### config.mk
export PLATFORM = sky130hd
export DESIGN_NAME = host_rst_ctrl
export DESIGN_NICKNAME = d
export VERILOG_FILES = /design/src/rtl/host_rst_pkg.sv /design/src/rtl/rst_sync_chain.sv /design/src/rtl/sec_rst_sel.sv /design/src/rtl/host_rst_seq.sv /design/src/rtl/strap_latch.sv /design/src/rtl/host_rst_ctrl.sv
export SDC_FILE = /design/constraint.sdc
export NUM_CORES = 1
export LEC_CHECK = 0
export BUFFER_PORTS_ARGS = -buffer_cell sky130_fd_sc_hd__clkbuf_2
export CAP_MARGIN = 10
export CORE_MARGIN = 2
export CORE_UTILIZATION = 24
export DETAILED_ROUTE_END_ITERATION = 8
export SYNTH_ARGS = -nofsm -noshare
export SYNTH_HDL_FRONTEND = slang
export SYNTH_SLANG_ARGS = --single-unit
export TNS_END_PERCENT = 100
### constraint.sdc
create_clock -name clk -period 2.2 [get_ports clk]
set_clock_uncertainty 0.2 [all_clocks]
set_input_delay 0.11 -clock clk [delete_from_list [all_inputs] [get_ports clk]]
set_output_delay 0.11 -clock clk [all_outputs]
set_load 0.02 [all_outputs]
### src/rtl/host_rst_pkg.sv
package host_rst_pkg;

    typedef enum logic [1:0] {
        ST_HOLD = 2'd0,
        ST_RUN  = 2'd1,
        ST_SWP  = 2'd2
    } seq_state_e;

    localparam int CMD_SWRST_BIT = 1;
    localparam int IRQ_BIT       = 4;

    localparam logic [1:0] SEL_PIN_A = 2'b01;
    localparam logic [1:0] SEL_PIN_B = 2'b10;

endpackage

### src/rtl/rst_sync_chain.sv
module rst_sync_chain #(
    parameter int STAGES = 2
) (
    input  logic clk,
    input  logic arst_n,
    output logic rst_o
);
    logic [STAGES-1:0] q;

    always_ff @(posedge clk or negedge arst_n) begin
        if (!arst_n) begin
            q <= '0;
        end else begin
            q <= {q[STAGES-2:0], 1'b1};
        end
    end

    assign rst_o = ~q[STAGES-1];
endmodule

### src/rtl/sec_rst_sel.sv
module sec_rst_sel
    import host_rst_pkg::*;
#(
    parameter int STAGES = 2
) (
    input  logic       clk,
    input  logic       por_rst,
    input  logic [1:0] prot_sel,
    input  logic       pin_a,
    input  logic       pin_b,
    input  logic       clr_irq,
    output logic       sec_act_raw,
    output logic       gpio_val,
    output logic       irq
);
    logic              en;
    logic              pin_sel;
    logic [STAGES-1:0] sq;
    logic              act_prev;
    logic              act_sync;

    always_comb begin
        unique case (prot_sel)
            SEL_PIN_A: begin en = 1'b1; pin_sel = pin_a; end
            SEL_PIN_B: begin en = 1'b1; pin_sel = pin_b; end
            default:   begin en = 1'b0; pin_sel = 1'b1;  end
        endcase
    end

    assign sec_act_raw = en & ~pin_sel;

    always_ff @(posedge clk or posedge por_rst) begin
        if (por_rst) begin
            sq <= '1;
        end else begin
            sq <= {sq[STAGES-2:0], pin_sel};
        end
    end

    assign act_sync = ~sq[STAGES-1];
    assign gpio_val = en & sq[STAGES-1];

    always_ff @(posedge clk or posedge por_rst) begin
        if (por_rst) begin
            act_prev <= 1'b0;
            irq      <= 1'b0;
        end else begin
            act_prev <= act_sync;
            if (act_sync && !act_prev) begin
                irq <= 1'b1;
            end else if (clr_irq) begin
                irq <= 1'b0;
            end
        end
    end
endmodule

### src/rtl/host_rst_seq.sv
module host_rst_seq
    import host_rst_pkg::*;
#(
    parameter int PULSE_LEN = 4
) (
    input  logic clk,
    input  logic hw_rst,
    input  logic cmd_wr,
    output logic sw_pulse,
    output logic cmd_busy
);
    localparam int CW = (PULSE_LEN > 1) ? $clog2(PULSE_LEN) : 1;
    localparam logic [CW-1:0] LAST = CW'(PULSE_LEN - 1);

    seq_state_e    state, state_nx;
    logic [CW-1:0] cnt, cnt_nx;

    always_ff @(posedge clk or posedge hw_rst) begin
        if (hw_rst) begin
            state <= ST_HOLD;
            cnt   <= '0;
        end else begin
            state <= state_nx;
            cnt   <= cnt_nx;
        end
    end

    always_comb begin
        state_nx = state;
        cnt_nx   = cnt;
        unique case (state)
            ST_HOLD: begin
                state_nx = ST_RUN;
                cnt_nx   = '0;
            end
            ST_RUN: begin
                if (cmd_wr) begin
                    state_nx = ST_SWP;
                    cnt_nx   = '0;
                end
            end
            ST_SWP: begin
                if (cnt == LAST) begin
                    state_nx = ST_RUN;
                    cnt_nx   = '0;
                end else begin
                    cnt_nx = cnt + 1'b1;
                end
            end
            default: begin
                state_nx = ST_HOLD;
                cnt_nx   = '0;
            end
        endcase
    end

    always_comb begin
        sw_pulse = 1'b0;
        cmd_busy = 1'b0;
        unique case (state)
            ST_HOLD: begin sw_pulse = 1'b0; cmd_busy = 1'b0; end
            ST_RUN:  begin sw_pulse = 1'b0; cmd_busy = 1'b0; end
            ST_SWP:  begin sw_pulse = 1'b1; cmd_busy = 1'b1; end
            default: begin sw_pulse = 1'b0; cmd_busy = 1'b0; end
        endcase
    end
endmodule

### src/rtl/strap_latch.sv
module strap_latch #(
    parameter int STRAP_W = 4
) (
    input  logic               clk,
    input  logic               por_rst,
    input  logic [STRAP_W-1:0] strap_in,
    output logic [STRAP_W-1:0] strap_q
);
    logic taken;

    always_ff @(posedge clk or posedge por_rst) begin
        if (por_rst) begin
            taken   <= 1'b0;
            strap_q <= '0;
        end else if (!taken) begin
            taken   <= 1'b1;
            strap_q <= strap_in;
        end
    end
endmodule

### src/rtl/host_rst_ctrl.sv
module host_rst_ctrl
    import host_rst_pkg::*;
#(
    parameter int STRAP_W      = 4,
    parameter int CFG_W        = 8,
    parameter int SYNC_STAGES  = 2,
    parameter int SW_PULSE_LEN = 4
) (
    input  logic               clk,
    input  logic               por_n,
    input  logic               prim_rst_n,
    input  logic               alt_pin_a,
    input  logic               alt_pin_b,
    input  logic [1:0]         prot_sel,
    input  logic [STRAP_W-1:0] strap_in,
    input  logic               cfg_wr,
    input  logic [CFG_W-1:0]   cfg_wdata,
    output logic [CFG_W-1:0]   cfg_rdata,
    output logic               hw_rst,
    output logic               sw_or_hw_rst,
    output logic               por_rst,
    output logic               reset2_irq,
    output logic               sec_gpio,
    output logic [STRAP_W-1:0] strap_q
);
    logic sec_act_raw;
    logic hw_src_n;
    logic sw_pulse;
    logic cmd_busy;
    logic cmd_wr;
    logic clr_irq;

    assign cmd_wr  = cfg_wr & cfg_wdata[CMD_SWRST_BIT];
    assign clr_irq = cfg_wr & cfg_wdata[IRQ_BIT];

    rst_sync_chain #(.STAGES(SYNC_STAGES)) u_por_sync (
        .clk    (clk),
        .arst_n (por_n),
        .rst_o  (por_rst)
    );

    assign hw_src_n = por_n & prim_rst_n & ~sec_act_raw;

    rst_sync_chain #(.STAGES(SYNC_STAGES)) u_hw_sync (
        .clk    (clk),
        .arst_n (hw_src_n),
        .rst_o  (hw_rst)
    );

    sec_rst_sel #(.STAGES(SYNC_STAGES)) u_sec (
        .clk         (clk),
        .por_rst     (por_rst),
        .prot_sel    (prot_sel),
        .pin_a       (alt_pin_a),
        .pin_b       (alt_pin_b),
        .clr_irq     (clr_irq),
        .sec_act_raw (sec_act_raw),
        .gpio_val    (sec_gpio),
        .irq         (reset2_irq)
    );

    host_rst_seq #(.PULSE_LEN(SW_PULSE_LEN)) u_seq (
        .clk      (clk),
        .hw_rst   (hw_rst),
        .cmd_wr   (cmd_wr),
        .sw_pulse (sw_pulse),
        .cmd_busy (cmd_busy)
    );

    strap_latch #(.STRAP_W(STRAP_W)) u_strap (
        .clk      (clk),
        .por_rst  (por_rst),
        .strap_in (strap_in),
        .strap_q  (strap_q)
    );

    assign sw_or_hw_rst = hw_rst | sw_pulse;

    always_comb begin
        cfg_rdata                = '0;
        cfg_rdata[CMD_SWRST_BIT] = cmd_busy;
        cfg_rdata[IRQ_BIT]       = reset2_irq;
    end
endmodule

# Word-level counts from Yosys, hierarchy flattened
# Index checks and enable logic that the tools add are counted.
# op_classes
addsub	1
n_mul	0
div	0
magnitude_cmp	0
eq_ne	7
n_shift	0
n_mux	11
n_bitwise	12
reduce_logical	6
# ops
cell	count
2-bit two-way mux	4
1-bit bitwise AND	6
2-bit == test, second input constant	3
2-bit one-hot mux with 3 select lines	1
1-bit inverter	5
2-bit by 1-bit == test with 1-bit output, second input constant	2
1-bit two-way mux	4
2-bit one-hot mux with 2 select lines	1
2-bit by 1-bit adder with 2-bit output, second input constant	1
2-bit zero test	1
2-bit by 1-bit != test with 1-bit output, second input constant	1
2-bit != test, second input constant	1
1-bit one-hot mux with 2 select lines	1
2-bit AND reduction	1
2-bit nonzero test	1
2-bit OR reduction	1
1-bit logical AND	1
1-bit zero test	1
1-bit bitwise OR	1
# totals
ff_bits	17
latch_bits	0
mem_bits_rw	0
romBits	0
input_bits	20
out_inout_bits	17
wordCells	46
memories	0

# Logic depth before layout (Yosys ltp)
# Gate-level depths: netlist of the first run.
# depth
ltp_word	6
mapped_depth	4
ltp_nobuf	4

# Cells and area by module
# A second synthesis of the first run with hierarchy kept.
# unflattened
hier_cells	64
hier_area_um2	755.7
# modules_own_cells
module	instances	cells_each	area_each_um2	seq_area_each_um2
host_rst_seq	1	17	196.4	100.1
strap_latch	1	11	177.7	125.1
sec_rst_sel	1	15	175.2	102.6
rst_sync_chain	2	4	57.6	50.0
host_rst_ctrl	1	13	91.3	0.0

# Worst setup path before layout of the first run
# Ideal clock, no wire load.
# synth_path
path_kind	register -> register
start	reg u_seq.cnt[0]
end	reg u_seq.cnt[1]
setup_time_ns	0.122
arrival_time_ns	0.848
t_required_ns	1.878
setup_slack_ns	1.030
stages_incl_launch_ff	3
period_less_slack_ns	1.170
cell_sequence	dfrtp_1 ha_1 a32o_1
# synth_between
elab_chain_len	3
elab_cells_between_ends	4
cone_classes	add/sub (1); eq/ne (1); mux (2)
# synth_rtl
item	line	source
from (decl)	host_rst_seq.sv:16	logic [CW-1:0] cnt, cnt_nx;
from (signal assigned)	host_rst_seq.sv:24	cnt <= cnt_nx;
2-bit by 1-bit adder with 2-bit output / 2-bit == test (equally long branches)	host_rst_seq.sv:47, host_rst_seq.sv:43	
2-bit two-way mux (*)	host_rst_seq.sv:43	if (cnt == LAST) begin
2-bit one-hot mux with 2 select lines (*)	host_rst_seq.sv:31	unique case (state)
# Mark *: on every way between the ends. The rest lies on a longest branch, timed or not.
# A chain may end at the register's enable or synchronous reset.

# Worst setup path after layout of the first run
# layout_path
start	in alt_pin_a
end	reg u_sec.sq[0]
# layout_between
elab_chain_len	1
# layout_rtl
item	line	source
from (decl)	host_rst_ctrl.sv:12	input logic alt_pin_a,
1-bit one-hot mux with 2 select lines	sec_rst_sel.sv:23	unique case (prot_sel)
named net u_sec.pin_sel	sec_rst_sel.sv:17	logic pin_sel;
to (signal assigned)	sec_rst_sel.sv:36	sq <= {sq[STAGES-2:0], pin_sel};
to (decl)	sec_rst_sel.sv:18	logic [STAGES-1:0] sq;
# The timed path passes the listed nets, and every way through them passes these cells.

==> results_dict.tcl, run 1 <==
set metrics [dict create \
    status "completed" \
    die_area_mm2 0.00337 \
    crit_top_cell "dlygate4sd3_1" \
    leakage_nw 0.535 \
    fillers 297 \
    synth_top_area_frac 0.535 \
    clockBufferDepth 2 \
    antenna_found_initial 0 \
    synth.avg_cell_area_um2 12.5 \
    rows 19 \
    fin_cells 131 \
    insertion_delay_ns 0.27 \
    numPortBuffers 24 \
    drt-wirelength-per-cell_um 9.89 \
    p_switching_w 0.000227 \
    r2r-end "u_seq.state[1]$_DFFE_PN0P_" \
    die_x_um 58.1 \
    cpMaxStageDelayCell "dlygate4sd3_1" \
    ant_nets 0 \
    worstSetupStartpoint "alt_pin_a" \
    nets 124 \
    die_height_um 58.1 \
    dpl.hpwl_um 940 \
    layout_commonest_cell "clkbuf_2" \
    yosys_register_bits 17 \
    ys_top_cells_by_area "dfrtp_1, buf_4, dfstp_2, mux2_2, ha_1" \
    cts-root-buf "clkbuf_4" \
    power.density_mw_per_mm2 738 \
    grt_pass1_wl_um 2290 \
    cts_setup_buffers 0 \
    htree_levels 1 \
    ir_worst_vdd_uv 414 \
    clkPwrFrac 0.208 \
    cts_buffers 3 \
    pin_count 37 \
    firstDrtPassIters 3 \
    vias 524 \
    postSynthCellCount 56 \
    track_usage 0.0888 \
    wirelength_um 1300 \
    coreArea_mm2 0.00276 \
    synth.yosys.warnings 0 \
    drc 0 \
    setup.worst_path.end_class "register" \
    hold_viol 0 \
    start_util 0.255 \
    grt_overflow_total 0 \
    drive_gt1_frac 0.330 \
    maxSlewViolCount 0 \
    synth.distinct_cells 18 \
    grt_max_degree 10 \
    crit_path_max_incr_delay_ns 0.56 \
    fin_tns_setup_ns 0 \
    intPower_w 0.000528 \
    cts_sinks 17 \
    place_congestion 0.726 \
    cts_tree "yes" \
    crit_chain "dlygate4sd3_1, clkbuf_2, a221o_1, dlygate4sd3_1" \
    dp.cells 110 \
    crit_arrival_ns 1.59 \
    seq_power_share 0.531 \
    hold_class "register to async pin" \
    cp_max_fo 2 \
    grt_pass1_vias 548 \
    r2r-start "u_seq.state[1]$_DFFE_PN0P_" \
    reg2reg_slack_ns 0.68 \
    clk_pin_slew_ns 0.09 \
    worstPathRequired_ns 2.21 \
    cap_violations 0 \
    diodes 0 \
    path_class "input pin to register" \
    switching_share 0.300 \
    yosysSeqAreaShare 0.610 \
    via_per_inst 4.00 \
    start_kind "input pin" \
    final.min_clock_period_ns 1.58 \
    comb_power_share 0.261 \
    setup_viol_count_final 0 \
    r2r_cells 3 \
    rsz0062_at_grt "false" \
    fmax_mhz 632 \
    syn_area_um2 702 \
    syn_to_final_growth_pct 45.8 \
    synth_area_leader_cell "dfrtp_1" \
    layout_common_cells "clkbuf_2, dlygate4sd3_1, dfrtp_1, conb_1, inv_1" \
    finalCritPeriodShare 0.719 \
    initialDrtViolationCount 8 \
]
-- worst max-delay path, delay by kind of cell --
family	cells	cell delay, ns
AO/OA/AOI/OAI	1	0.29
buffers and inverters	3	1.20
-- synth_stat cells, drive strengths merged --
master,count
and3,1
nand2,2
conb,2
a221o,1
a2bb2oi,1
a32o,2
nand4b,1
nor2,2
mux2,4
dfstp,2
a21oi,1
inv,8
o21ai,1
dfrtp,15
o2bb2ai,1
nand2b,1
buf,8
ha,3
-- how the worst max path moves through the flow --
stage	cells past startpoint	endpoint	slack [ns]
global route	3	cfg_rdata[1]	0.62
detailed placement	2	u_seq.cnt[1]$_DFFE_PN0P_	1.0
floorplan	2	u_seq.cnt[1]$_DFFE_PN0P_	1.03
finish	4	u_sec.sq[0]$_DFF_PN1_	0.62
CTS	4	u_sec.sq[0]$_DFF_PN1_	0.64
global placement	2	u_seq.cnt[1]$_DFFE_PN0P_	1.02
-- registers in the layout, summed over array words and instances (netlist names) --
name             flops
u_sec.irq            1
u_por_sync.q         2
u_seq.cnt            2
u_hw_sync.q          2
u_sec.act_prev       1
u_strap.strap_q      4
u_strap.taken        1
u_sec.sq             2
u_seq.state          2
-- power by group through the flow --
stage	registers (W)	clock network, W	logic (W)
global placement	0.000407	0	0.000159
detailed placement	0.000410	0	0.000167
floorplan	0.000414	0	0.000120
global route	0.000407	0.000189	0.000220
finish	0.000401	0.000157	0.000197
CTS	0.000400	0.000167	0.000199
-- metal layers --
| layer | vias up | part of all wire | global-route usage |
|---|---|---|---|
| li1 | 257 | - | - |
| met1 | 252 | 0.40 | 0.107 |
| met2 | 15 | 0.54 | 0.151 |
| met3 | 0 | 0.057 | 0.0223 |
| met4 | 0 | 0 | 0.0365 |
| met5 | - | 0 | 0 |
-- per-stage QoR --
step | util | hold slack, ns | power [W] | worst slack, ns | instance area (µm²)
global route | 0.371 | 0.0978 | 0.000815 | 0.618 | 1020
floorplan | - | -0.386 | 0.000533 | 1.03 | 728
CTS | 0.371 | 0.0681 | 0.000766 | 0.640 | 1020
finish | 0.371 | 0.0524 | 0.000755 | 0.619 | 1020
global placement | 0.300 | -0.294 | 0.000567 | 1.02 | 827
detailed placement | 0.300 | -0.292 | 0.000577 | 0.995 | 827
-- final cells by class --
| class | instances | area, µm² | area share |
|---|---|---|---|
| sequential | 17 | 428 | 0.418 |
| multi-input combinational | 30 | 210 | 0.205 |
| timing repair buffer | 41 | 290 | 0.284 |
| inverter | 8 | 30.0 | 0.0293 |
| clock buffer | 4 | 26.3 | 0.0257 |
| tap | 31 | 38.8 | 0.0379 |
-- cell families (layout without fill, tap and decap cells) --
family	Yosys count	count (layout)	share of synthesized area
compound gates	7	7	0.0820
fa+ha+maj	3	3	0.0535
buf+inv	16	53	0.128
flops	17	17	0.610
mux	4	4	0.0642
other cells	2	9	0.0107
simple gates	7	7	0.0517
-- timing repair --
item	4_1_cts	5_1_grt
resized for setup	0	0
hold buffers	17	0
endpoints found under the hold margin	23	0
endpoints found under the setup margin	0	0
No activity file was read; power rests on OpenSTA's default activity.
==> run 2, diff against run 1 <==
==> constraint.sdc (replaced) <==
create_clock -name clk -period 1.5 [get_ports clk]
set_clock_uncertainty 0.2 [all_clocks]
set_input_delay 0.075 -clock clk [delete_from_list [all_inputs] [get_ports clk]]
set_output_delay 0.075 -clock clk [all_outputs]
set_load 0.02 [all_outputs]
==> run 2 against run 1 <==
- the run now ends with hold timing left
- critical path depth increased by 1
- register-to-register slack got worse by 0.40 ns
- clock power increased by 44%
==> results_dict.tcl, run 2 (synthesis results as in run 1) <==
set metrics [dict create \
    status "finished, violations left" \
    violations "hold timing" \
    layout_commonest_cell "clkbuf_2" \
    regMostFlops "u_strap.strap_q" \
    grt_pass1_vias 553 \
    ant_nets 0 \
    setup_viol_count_final 0 \
    dr_wl_met3_um 83 \
    drc 0 \
    pin_count 37 \
    grt_pass1_wl_um 2300 \
    syn_to_final_growth_pct 47.2 \
    cap_violations 0 \
    diodes 0 \
    grt_overflow_total 0 \
    cts-root-buf "clkbuf_4" \
    numPortBuffers 24 \
    hold_slack_ns -0.00313 \
    firstDrtPassIters 3 \
    dp.cells 111 \
    clockBufferDepth 2 \
    fin_tns_setup_ns 0 \
    place_congestion 0.721 \
    comb_power_share 0.287 \
    switching_share 0.295 \
    insertion_delay_ns 0.27 \
    setup.worst_path.end_class "register" \
    worstPathRequired_ns 1.47 \
    coreArea_mm2 0.00276 \
    p_switching_w 0.000333 \
    postLayoutCoreUtil 0.375 \
    intPower_w 0.000799 \
    cts_tree "yes" \
    nets 125 \
    fin_cells 132 \
    largest_reg_flops 4 \
    power.density_mw_per_mm2 1100 \
    initialDrtViolationCount 11 \
    dpl.hpwl_um 940 \
    clkPwrFrac 0.199 \
    clk_pin_slew_ns 0.09 \
    final.min_clock_period_ns 1.45 \
    met2_length_um 686 \
    antenna_found_initial 0 \
    cts_sinks 17 \
    hold_class "input pin to register" \
    leakage_nw 0.553 \
    hold_viol 1 \
    start_util 0.255 \
    reg2reg_slack_ns 0.28 \
    crit_arrival_ns 1.42 \
    grt_max_degree 10 \
    die_height_um 58.1 \
    wirelength_um 1320 \
    vias 526 \
    seq_power_share 0.513 \
    finalCritPeriodShare 0.968 \
    drive_gt1_frac 0.347 \
    ir_worst_vdd_uv 479 \
    rsz0062_at_grt "false" \
    die_area_mm2 0.00337 \
    cts_buffers 3 \
    layout_common_cells "clkbuf_2, dlygate4sd3_1, dfrtp_1, conb_1, inv_1" \
    path_class "input pin to register" \
    start_kind "input pin" \
    wl_met1_um 515 \
    drt-wirelength-per-cell_um 10.0 \
    fmax_mhz 689 \
    cp_max_fo 1 \
    via_per_inst 3.98 \
    htree_levels 1 \
    top_layer "met4" \
    maxSlewViolCount 0 \
    die_x_um 58.1 \
    rows 19 \
    track_usage 0.0907 \
]
[run 2: cell type report]
type                       instances  area [µm²]
clock buffer                       4        26.3
fill                             284        1720
inverter                           8        30.0
multi-input combinational         30         210
sequential                        17         428
tap                               31        38.8
timing repair buffer              42         300
[run 2: power by group through the flow]
stage	sequential, W	clock (W)	combinational, W
floorplan	0.000607	0	0.000176
global placement	0.000593	0	0.000240
detailed placement	0.000598	0	0.000249
CTS	0.000587	0.000238	0.000291
global route	0.000588	0.000262	0.000363
finish	0.000581	0.000226	0.000325
[run 2: timing repair]
item                                    4_1_cts  5_1_grt
endpoints found under the setup margin        0        3
setup buffers                                 0        2
hold buffers                                 17        0
endpoints found under the hold margin        23        0
resized for setup                             0        1
[run 2: layer usage]
metal  track usage  up-vias
li1              -      256
met4        0.0598        0
met2         0.161       19
met3        0.0223        4
met1        0.0941      247
met5             0        -
[run 2: worst paths after layout]
| kind | start | cells past startpoint | endpoint |
|---|---|---|---|
| min in group asynchronous | prot_sel[1] | 5 | u_hw_sync.q[0]$_DFF_PN0_ |
| min | prot_sel[1] | 3 | u_sec.sq[0]$_DFF_PN1_ |
| max reg2reg | u_seq.cnt[0]$_DFFE_PN0P_ | 2 | u_seq.cnt[1]$_DFFE_PN0P_ |
| min reg2reg | u_hw_sync.q[0]$_DFF_PN0_ | 0 | u_hw_sync.q[1]$_DFF_PN0_ |
| max in group asynchronous | alt_pin_b | 5 | u_hw_sync.q[1]$_DFF_PN0_ |
| max | cfg_wdata[4] | 5 | u_sec.irq$_DFFE_PN0P_ |
[run 2: stage by stage]
step	setup slack [ns]	instance area, µm²	power (W)
6_report	0.0476	1030	0.00113
5_1_grt	0.0118	1030	0.00121
4_1_cts	0.0181	1030	0.00112
3_5_place_dp	0.284	835	0.000847
3_3_place_gp	0.318	835	0.000833
2_1_floorplan	0.330	728	0.000782
[run 2: worst max-delay path, cell delays in order]
cell	delay (ns)
dlygate4sd3_1	0.53
clkbuf_2	0.09
nand2_1	0.05
dlygate4sd3_1	0.56
o2bb2ai_1	0.12
